--- src/rtl/hzd_pkg.sv ---
package hzd_pkg;
    typedef enum logic [1:0] {
        SRC_NONE = 2'd0,
        SRC_ZERO = 2'd1,
        SRC_MEM  = 2'd2,
        SRC_WB   = 2'd3
    } fwd_src_e;
endpackage

--- src/rtl/hzd_operand_fwd.sv ---
module hzd_operand_fwd
    import hzd_pkg::*;
#(
    parameter int XLEN = 32,
    parameter int RAW  = 5
) (
    input  logic            clk,
    input  logic            rst,
    input  logic [RAW-1:0]  rs_i,
    input  logic            mem_en_i,
    input  logic [RAW-1:0]  mem_rd_i,
    input  logic [XLEN-1:0] mem_val_i,
    input  logic            wb_en_i,
    input  logic [RAW-1:0]  wb_rd_i,
    input  logic [XLEN-1:0] wb_val_i,
    output logic            hit_q,
    output logic [XLEN-1:0] val_q
);
    fwd_src_e        src;
    logic            hit_d;
    logic [XLEN-1:0] val_d;

    always_comb begin
        if (rs_i == '0)
            src = SRC_ZERO;
        else if (mem_en_i && (rs_i == mem_rd_i))
            src = SRC_MEM;
        else if (wb_en_i && (rs_i == wb_rd_i))
            src = SRC_WB;
        else
            src = SRC_NONE;
    end

    always_comb begin
        unique case (src)
            SRC_ZERO: begin hit_d = 1'b1; val_d = '0;        end
            SRC_MEM:  begin hit_d = 1'b1; val_d = mem_val_i; end
            SRC_WB:   begin hit_d = 1'b1; val_d = wb_val_i;  end
            default:  begin hit_d = 1'b0; val_d = '0;        end
        endcase
    end

    always_ff @(posedge clk) begin
        if (rst) begin
            hit_q <= 1'b0;
            val_q <= '0;
        end else begin
            hit_q <= hit_d;
            val_q <= val_d;
        end
    end


    zero_src_chk: assert property (@(posedge clk) disable iff (rst)
        (rs_i == '0) |=> (hit_q && (val_q == '0)));

    mem_prio_chk: assert property (@(posedge clk) disable iff (rst)
        ((rs_i != '0) && mem_en_i && (rs_i == mem_rd_i))
            |=> (hit_q && (val_q == $past(mem_val_i))));

    rst_clear_chk: assert property (@(posedge clk)
        rst |=> (!hit_q && (val_q == '0)));
endmodule

--- src/rtl/hzd_stall_detect.sv ---
module hzd_stall_detect #(
    parameter int RAW = 5
) (
    input  logic           dec_valid,
    input  logic [RAW-1:0] dec_rs1,
    input  logic [RAW-1:0] dec_rs2,
    input  logic           dec_use_rs1,
    input  logic           dec_use_rs2,
    input  logic           dec_use_csr,
    input  logic           ex_valid,
    input  logic [RAW-1:0] ex_rd,
    input  logic           ex_csr_wr,
    input  logic           mem_valid,
    input  logic [RAW-1:0] mem_rd,
    input  logic           mem_fwd_ok,
    input  logic           mem_csr_wr,
    input  logic           wb_valid,
    input  logic           wb_csr_wr,
    output logic           data_stall
);
    logic ex_dep, mem_dep, csr_dep;

    always_comb begin
        ex_dep  = ex_valid && (ex_rd != '0) &&
                  ((dec_use_rs1 && (dec_rs1 == ex_rd)) ||
                   (dec_use_rs2 && (dec_rs2 == ex_rd)));
        mem_dep = mem_valid && (mem_rd != '0) && !mem_fwd_ok &&
                  ((dec_use_rs1 && (dec_rs1 == mem_rd)) ||
                   (dec_use_rs2 && (dec_rs2 == mem_rd)));
        csr_dep = dec_use_csr &&
                  ((ex_valid && ex_csr_wr) ||
                   (mem_valid && mem_csr_wr) ||
                   (wb_valid && wb_csr_wr));
        data_stall = dec_valid && (ex_dep || mem_dep || csr_dep);
    end
endmodule

--- src/rtl/hzd_bubble_ctrl.sv ---
module hzd_bubble_ctrl (
    input  logic rst,
    input  logic branch_taken,
    input  logic trap,
    input  logic fetch_ready,
    input  logic data_stall,
    input  logic mem_is_ldst,
    input  logic mem_ready,
    output logic kill_fetch,
    output logic kill_decode,
    output logic kill_execute,
    output logic kill_memory
);
    logic redirect;

    always_comb begin
        redirect     = rst || branch_taken;
        kill_fetch   = redirect || (!fetch_ready && !data_stall);
        kill_decode  = redirect || data_stall;
        kill_execute = redirect;
        kill_memory  = rst || trap || (mem_is_ldst && !mem_ready);
    end
endmodule

--- src/rtl/pipe_interlock.sv ---
module pipe_interlock #(
    parameter int XLEN = 32,
    parameter int RAW  = 5
) (
    input  logic            clk,
    input  logic            rst,
    input  logic            dec_valid,
    input  logic [RAW-1:0]  dec_rs1,
    input  logic [RAW-1:0]  dec_rs2,
    input  logic            dec_use_rs1,
    input  logic            dec_use_rs2,
    input  logic            dec_use_csr,
    input  logic            ex_valid,
    input  logic [RAW-1:0]  ex_rd,
    input  logic            ex_csr_wr,
    input  logic            mem_valid,
    input  logic [RAW-1:0]  mem_rd,
    input  logic            mem_fwd_ok,
    input  logic            mem_csr_wr,
    input  logic [XLEN-1:0] mem_result,
    input  logic            mem_is_ldst,
    input  logic            mem_ready,
    input  logic            wb_valid,
    input  logic [RAW-1:0]  wb_rd,
    input  logic            wb_csr_wr,
    input  logic [XLEN-1:0] wb_result,
    input  logic            fetch_ready,
    input  logic            branch_taken,
    input  logic            trap,
    output logic            rs1_fwd_hit,
    output logic [XLEN-1:0] rs1_fwd_val,
    output logic            rs2_fwd_hit,
    output logic [XLEN-1:0] rs2_fwd_val,
    output logic            data_stall,
    output logic            kill_fetch,
    output logic            kill_decode,
    output logic            kill_execute,
    output logic            kill_memory
);
    localparam int NOPS = 2;

    logic [RAW-1:0]  op_rs  [NOPS];
    logic            op_hit [NOPS];
    logic [XLEN-1:0] op_val [NOPS];
    logic            mem_en;

    assign op_rs[0] = dec_rs1;
    assign op_rs[1] = dec_rs2;
    assign mem_en   = mem_valid && mem_fwd_ok;

    for (genvar g = 0; g < NOPS; g++) begin : g_op
        hzd_operand_fwd #(.XLEN(XLEN), .RAW(RAW)) u_fwd (
            .clk       (clk),
            .rst       (rst),
            .rs_i      (op_rs[g]),
            .mem_en_i  (mem_en),
            .mem_rd_i  (mem_rd),
            .mem_val_i (mem_result),
            .wb_en_i   (wb_valid),
            .wb_rd_i   (wb_rd),
            .wb_val_i  (wb_result),
            .hit_q     (op_hit[g]),
            .val_q     (op_val[g])
        );
    end

    assign rs1_fwd_hit = op_hit[0];
    assign rs1_fwd_val = op_val[0];
    assign rs2_fwd_hit = op_hit[1];
    assign rs2_fwd_val = op_val[1];

    hzd_stall_detect #(.RAW(RAW)) u_stall (
        .dec_valid   (dec_valid),
        .dec_rs1     (dec_rs1),
        .dec_rs2     (dec_rs2),
        .dec_use_rs1 (dec_use_rs1),
        .dec_use_rs2 (dec_use_rs2),
        .dec_use_csr (dec_use_csr),
        .ex_valid    (ex_valid),
        .ex_rd       (ex_rd),
        .ex_csr_wr   (ex_csr_wr),
        .mem_valid   (mem_valid),
        .mem_rd      (mem_rd),
        .mem_fwd_ok  (mem_fwd_ok),
        .mem_csr_wr  (mem_csr_wr),
        .wb_valid    (wb_valid),
        .wb_csr_wr   (wb_csr_wr),
        .data_stall  (data_stall)
    );

    hzd_bubble_ctrl u_bubble (
        .rst          (rst),
        .branch_taken (branch_taken),
        .trap         (trap),
        .fetch_ready  (fetch_ready),
        .data_stall   (data_stall),
        .mem_is_ldst  (mem_is_ldst),
        .mem_ready    (mem_ready),
        .kill_fetch   (kill_fetch),
        .kill_decode  (kill_decode),
        .kill_execute (kill_execute),
        .kill_memory  (kill_memory)
    );


    ex_dep_chk: assert property (@(posedge clk) disable iff (rst)
        (dec_valid && ex_valid && (ex_rd != '0) && dec_use_rs1 && (dec_rs1 == ex_rd))
            |-> data_stall);

    stall_kill_chk: assert property (@(posedge clk) disable iff (rst)
        data_stall |-> kill_decode);

    fetch_hold_chk: assert property (@(posedge clk) disable iff (rst)
        (data_stall && !branch_taken) |-> !kill_fetch);

    exec_dec_chk: assert property (@(posedge clk) disable iff (rst)
        kill_execute |-> kill_decode);

    trap_kill_chk: assert property (@(posedge clk) disable iff (rst)
        trap |-> kill_memory);
endmodule

--- config.mk ---
export PLATFORM = sky130hd
export DESIGN_NAME = pipe_interlock
export DESIGN_NICKNAME = d
export VERILOG_FILES = /design/src/rtl/hzd_pkg.sv /design/src/rtl/hzd_operand_fwd.sv /design/src/rtl/hzd_stall_detect.sv /design/src/rtl/hzd_bubble_ctrl.sv /design/src/rtl/pipe_interlock.sv
export SDC_FILE = /design/constraint.sdc
export NUM_CORES = 1
export LEC_CHECK = 0
export CORE_MARGIN = 2
export CORE_UTILIZATION = 40
export CTS_CLUSTER_SIZE = 10
export DETAILED_ROUTE_END_ITERATION = 7
export DONT_BUFFER_PORTS = 1
export SLEW_MARGIN = 0
export SYNTH_ARGS = -nofsm -noshare
export SYNTH_HDL_FRONTEND = slang
export SYNTH_SLANG_ARGS = --single-unit
--- constraint.sdc ---
create_clock -name clk -period 1.55 [get_ports clk]
set_clock_uncertainty 0.05 [all_clocks]
set_input_delay 0 -clock clk [delete_from_list [all_inputs] [get_ports clk]]
set_output_delay 0 -clock clk [all_outputs]
set_load 0.01 [all_outputs]
==> metrics.yaml, run 1 <==
die:
  pin_count: 178
  die-height_um: 90.65
  fp.coreArea_um2: 7253
  die_area_um2: 8217
  core.rowCount: 31
  start_util_pct: 41.40
  die_x_um: 90.65
global_route:
  grt_max_degree: 69
  grt.overflow.total: 0
  grt_usage_pct: 18.98
  grt_pass1_vias: 2340
  grt_antenna_before_repair: 0
  grt_pass1_wl_mm: 12.39
synth:
  syn_area_um2: 3003
  syn_inst: 293
  ys_ff_latch: 66
  synth.net_count: 400
  yosysWarnings: 0
  seq_area_frac_synth_pct: 44.00
  post-synth-top-area-fraction_pct: 44.00
  yosysUniqueCellTypes: 35
  synth.area.top_cells: "dfxtp_1 44%, a22oi_2 13%, a22oi_1 8.8%, nor2_2 6.3%, xor2_1 5.2%"
  synth_area_per_cell_um2: 10.25
  yosysTopAreaCell: "dfxtp_1"
worst_setup_path:
  cp_slowest_stage_delay_ns: 0.54
  cp-startpoint: "dec_rs2[4]"
  crit_arrival_ns: 1.37
  crit_cells: 6
  crit_path_cell_trace: "xnor2_1, o221ai_2, or4_1, a21oi_2, o31a_1, nand2b_1"
  cp_num_buf_inv: 0
  critPathLaunchType: "input port"
  worst_setup_path_end_kind: "primary output"
  critical_path_required_ns: 1.50
  critical-path-slowest-cell: "or4_1"
  crit_family: "simple AND/OR/NAND/NOR gates"
  cp_max_fo: 4
  crit_path_end: "kill_decode"
  path_class: "input port to primary output"
route:
  ant_nets: 0
  drc: 0
  wl_mm: 7.754
  dr.first_iter.drc_count: 74
  drt_pass1_iterations: 6
  routed_via_density: 5.668
  wl_per_cell_um: 19.34
  vias: 2273
layout:
  drive_above_1_share_pct: 32.12
  diodes: 0
  nNetsFinal: 404
  most-common-layout-cells: "66 x dfxtp_1, 37 x nor2_1, 35 x a22oi_1, 31 x nor2_2, 30 x a22oi_2"
  layout.cells.non_filler: 401
  utilization_pct: 47.40
  syn2layout_area_growth_pct: 14.50
  n_fill_cell: 698
  layout_commonest_cell: "dfxtp_1"
timing:
  max_freq_ghz: 0.7064
  fin_crit_ns: 1.416
  tightest_slew_ns: 0.3507
  holdWs_ns: -0.3221
  fin_crit_sh_pct: 91.33
  rsz0062_at_grt: "no"
  finalHoldViolCount: 64
  maxSlewViolCount: 0
  max-slew-margin-rel_pct: 76.37
  finalSetupViolations: 0
  setup-tns-final_ns: 0
placement:
  placedCellCount: 383
  finalWeightedCongestion: 0.9076
  portBuffers: 0
  hpwl_mm: 5.456
cts:
  cts_buffer_depth: 2
  cts_tree: "done"
  cts-buffers-inserted: 9
  clock_sinks: 66
  cts.clk_slew.worst_paths_ns: 0.07
  ctsHoldBuffers: 2
  htree_levels: 3
  cts_root_buf: "clkbuf_8"
power_and_ir_drop:
  power.density_nw_per_um2: 1081
  leakagePower_nw: 1.131
  ir_drop_v: 0.0004022
worst_hold_path:
  min_from: "rst"
  hold_path.class: "input port to flip-flop"
status:
  violations: "negative hold slack"
  outcome: "finished, violations left"
job:
  max_cap_violations: 0
-- final cells by class --
class                      count  area (µm²)  area share, %
multi-input combinational    200        1523          44.29
sequential                    66        1321          38.43
tap                           99       123.9          3.603
clock inverter                 6       112.6          3.275
inverter                       6       22.52         0.6550
timing repair buffer          14       197.7          5.750
clock buffer                  10       137.6          4.003
-- stage by stage --
stage	instance area (µm²)	power (mW)	hold slack, ns	setup WS (ns)
after floorplan	3003	1.941	0.06353	0.04226
after global placement	3164	1.941	0.02383	-0.004217
after detailed placement	3164	1.945	0.02471	-0.02059
after CTS	3435	3.764	-0.3416	0.07527
after global routing	3438	3.863	-0.3527	0.01805
final	3438	3.717	-0.3221	0.1344
-- registers in the layout, indices dropped and copies added, names as in the netlist --
name and count:
g_op.u_fwd.hit_q 2, g_op.u_fwd.val_q 64
-- layer usage --
layer / up-vias / GRT usage, % / share of wire (%)
met3: 8 / 8.347 / 10
met5: - / 0 / 0
met4: 0 / 7.308 / 1.4
met2: 128 / 31.16 / 49
li1: 1054 / - / -
met1: 1083 / 21.69 / 39
-- cells in the mapped netlist --
cell type  number
a21oi_1         4
a222oi_1        1
a22o_1          1
a22oi_1        35
a22oi_2        30
a311oi_2        1
a31oi_1         1
and3_1          1
and4b_1         1
buf_12          3
buf_2           3
buf_6           4
clkbuf_1       11
dfxtp_1        66
inv_1           6
nand2_1         1
nand2b_1        3
nand3_1         5
nand3b_1        1
nand4_1         1
nor2_1         38
nor2_2         30
nor2_4          1
nor2b_1         2
nor3b_2         1
nor4_1          5
nor4_2          1
o2111a_1        1
o21ai_0         3
o221ai_2        1
o31a_1          1
or4_1           3
or4_4           1
xnor2_1         8
xor2_1         18
-- kinds of logic (layout without fill, tap and decap cells) --
| group | count (synthesis) | after routing | synth area share, % |
|---|---|---|---|
| AO/OA/AOI/OAI | 79 | 79 | 24.92 |
| buffers and inverters | 27 | 36 | 6.125 |
| AND/OR/NAND/NOR | 95 | 95 | 17.37 |
| flip-flops | 66 | 66 | 44.00 |
| XOR/XNOR | 26 | 26 | 7.583 |
-- worst min-delay path by stage --
stage	end	slack (ns)	cells after the start
floorplan	kill_memory	0.06	1
global placement	g_op[1].u_fwd.val_q[28]	0.02	1
detailed placement	g_op[1].u_fwd.val_q[28]	0.02	1
CTS	g_op[1].u_fwd.val_q[26]	-0.34	1
global route	g_op[1].u_fwd.val_q[26]	-0.35	1
finish	g_op[1].u_fwd.val_q[24]	-0.32	1
-- timing repair --
action / in CTS / in global routing
resized for setup: 0 / 1
endpoints found under the hold margin: 66 / 64
setup endpoints to repair: 0 / 1
setup buffers: 0 / 0
-- where the power goes --
| part | switching (mW) | total, mW | internal [mW] |
|---|---|---|---|
| clock network | 0.691 | 1.81 | 1.12 |
| logic | 0.0833 | 0.184 | 0.100 |
| registers | 0.0144 | 1.72 | 1.71 |
Note: power is estimated with default switching activity, not from simulation.
==> run 2: changes to the inputs <==
--- a/config.mk
+++ b/config.mk
@@ -10,6 +10,7 @@
 export CTS_CLUSTER_SIZE = 10
 export DETAILED_ROUTE_END_ITERATION = 7
 export DONT_BUFFER_PORTS = 1
+export SETUP_SLACK_MARGIN = 0.3
 export SLEW_MARGIN = 0
 export SYNTH_ARGS = -nofsm -noshare
 export SYNTH_HDL_FRONTEND = slang
==> run 2 against run 1 <==
The run still ends with negative hold slack left; non-clock buffer count up 9; sequential share of layout area decreased by 2.8 points; clock power fell by 13%; worst setup slack improved by 0.019 ns; routed wire length is 5.2% higher; via count rose by 0.44%; sequential cell count stayed put; total power fell by 5.3%; maximum frequency is 1.4% higher; first-iteration DRC count down 24%; cell count grew 2.5%; critical endpoint unchanged; highest routed layer unchanged.
==> metrics.yaml, run 2 (synthesis results as in run 1) <==
status:
  outcome: "finished, violations left"  # unchanged
  violations: "negative hold slack"  # unchanged
cts:
  cts_root_buf: "clkbuf_8"  # unchanged
  cts.clk_slew.worst_paths_ns: 0.07  # about the same
  cts-buffers-inserted: 9  # unchanged
  htree_levels: 3  # unchanged
  cts_buffer_depth: 2  # unchanged
  clock_sinks: 66  # unchanged
  cts_tree: "done"  # unchanged
global_route:
  grt_pass1_vias: 2332  # was 2340
  grt_antenna_before_repair: 0  # unchanged
  grt_max_degree: 69  # unchanged
  grt.overflow.total: 0  # unchanged
  grt_usage_pct: 19.54  # was 18.98%
  grt_pass1_wl_mm: 12.56  # was 12.39 mm
layout:
  nNetsFinal: 414  # was 404
  syn2layout_area_growth_pct: 23.50  # was 14.50%
  most-common-layout-cells: "66 x dfxtp_1, 60 x a22oi_2, 36 x nor2_1, 30 x nor2_2, 18 x xor2_1"  # was 66 x dfxtp_1, 37 x nor2_1, 35 x a22oi_1, 31 x nor2_2, 30 x a22oi_2
  utilization_pct: 51.13  # was 47.40%
  diodes: 0  # unchanged
  n_fill_cell: 665  # was 698
  drive_above_1_share_pct: 46.15  # was 32.12%
  largest_reg_flops: 64  # unchanged
  top_regs: "g_op.u_fwd.val_q: 64 flops, g_op.u_fwd.hit_q: 2 flops"  # unchanged
  layout_commonest_cell: "dfxtp_1"  # unchanged
  regMostFlops: "g_op.u_fwd.val_q"  # unchanged
timing:
  fin_crit_ns: 1.396  # was 1.416 ns
  max-slew-margin-rel_pct: 75.90  # was 76.37%
  tightest_slew_ns: 0.3605  # was 0.3507 ns
  fin_crit_sh_pct: 90.09  # was 91.33%
  holdWs_ns: -0.3225  # was -0.3221 ns
  maxSlewViolCount: 0  # unchanged
  rsz0062_at_grt: "yes"  # was no
  max_freq_ghz: 0.7161  # was 0.7064 GHz
  finalHoldViolCount: 66  # was 64
  finalSetupViolations: 0  # unchanged
power_and_ir_drop:
  leakagePower_nw: 1.190  # was 1.131 nW
  power_mw: 3.519  # was 3.717 mW
  ir_drop_v: 0.0004832  # was 0.0004022 V
  power.density_nw_per_um2: 948.8  # was 1081 nW/µm²
route:
  drc: 0  # unchanged
  drt_pass1_iterations: 4  # was 6
  routed_via_density: 5.555  # was 5.668
  dr.first_iter.drc_count: 56  # was 74
  vias: 2283  # was 2273
  wl_per_cell_um: 19.86  # was 19.34 µm
  wl_mm: 8.161  # was 7.754 mm
  ant_nets: 0  # unchanged
job:
  max_cap_violations: 0  # unchanged
die:
  die_x_um: 90.65  # unchanged
  pin_count: 178  # unchanged
  start_util_pct: 41.40  # unchanged
  die-height_um: 90.65  # unchanged
  core.rowCount: 31  # unchanged
  fp.coreArea_um2: 7253  # unchanged
  die_area_um2: 8217  # unchanged
worst_setup_path:
  cp-startpoint: "dec_rs2[2]"  # was dec_rs2[4]
  crit_arrival_ns: 1.35  # was 1.37 ns
  worst_setup_path_end_kind: "primary output"  # unchanged
  critPathLaunchType: "input port"  # unchanged
  cp_max_fo: 4  # unchanged
  critical_path_required_ns: 1.50  # about the same
  path_class: "input port to primary output"  # unchanged
worst_hold_path:
  hold_end: "g_op[1].u_fwd.val_q[27]"  # was g_op[1].u_fwd.val_q[24]
  hold_depth: 1  # unchanged
  hold_path.class: "input port to flip-flop"  # unchanged
  min_from: "rst"  # unchanged
placement:
  hpwl_mm: 5.645  # was 5.456 mm
  portBuffers: 0  # unchanged
  finalWeightedCongestion: 0.8385  # was 0.9076
## run 2: cell types whose count changed in the layout (fill, tap and decap cells not counted), sizes merged
cell | previous run | this run
buf | 12 | 21
bufinv | 3 | 2
clkbuf | 10 | 12
clkinv | 2 | 1
clkinvlp | 0 | 2
dlygate4sd3 | 2 | 0
nor2 | 69 | 70
## run 2: layout make-up
type / count / area, µm² / area share, %
clock buffer: 10 / 127.6 / 3.441
tap: 99 / 123.9 / 3.340
timing repair buffer: 23 / 277.8 / 7.490
multi-input combinational: 201 / 1747 / 47.10
sequential: 66 / 1321 / 35.63
clock inverter: 6 / 88.84 / 2.395
inverter: 6 / 22.52 / 0.6073
## run 2: worst max-delay path, stage by stage
cell and delay, ns:
inv_1 0.04, a22o_1 0.25, or4_1 0.48, a21oi_1 0.15, o31a_1 0.25, nand2b_4 0.18
## run 2: worst max path at each step
stage	to	slack, ns
finish	kill_decode	0.15
global route	kill_decode	0.12
CTS	kill_decode	0.13
detailed placement	g_op[0].u_fwd.val_q[0]	-0.32
global placement	g_op[0].u_fwd.val_q[0]	-0.24
floorplan	g_op[1].u_fwd.val_q[10]	0.04
## run 2: metal layers
metal / track usage (%) / share of wire (%) / vias to the layer above
met1: 23.03 / 40 / 1080
met2: 32.21 / 49 / 117
li1: - / - / 1077
met4: 6.026 / 1.2 / 0
met5: 0 / 0 / -
met3: 8.264 / 9.4 / 9
## run 2: stage by stage
step,setup WS (ns),hold WS (ns),std cells,TNS (ns),area [µm²]
after floorplan,0.04341,0.006518,293,0,3236
after global placement,-0.2390,0.01003,383,-5.207,3307
after detailed placement,-0.3190,0.01004,383,-7.475,3307
after CTS,0.1349,-0.3426,407,0,3615
after global routing,0.1188,-0.3476,411,0,3709
final,0.1536,-0.3225,411,0,3709
## run 2: what timing repair did
action,CTS,global route
cloned,1,2
pin swaps,5,5
resized for setup,3,5
hold endpoints to repair,66,66
setup buffers,7,2
setup endpoints to repair,35,51
## run 2: power breakdown
part,internal [mW],total (mW),switching [mW]
Clock,0.909,1.57,0.665
Combinational,0.121,0.220,0.0986
Sequential,1.71,1.72,0.0141
Total,2.74,3.52,0.778
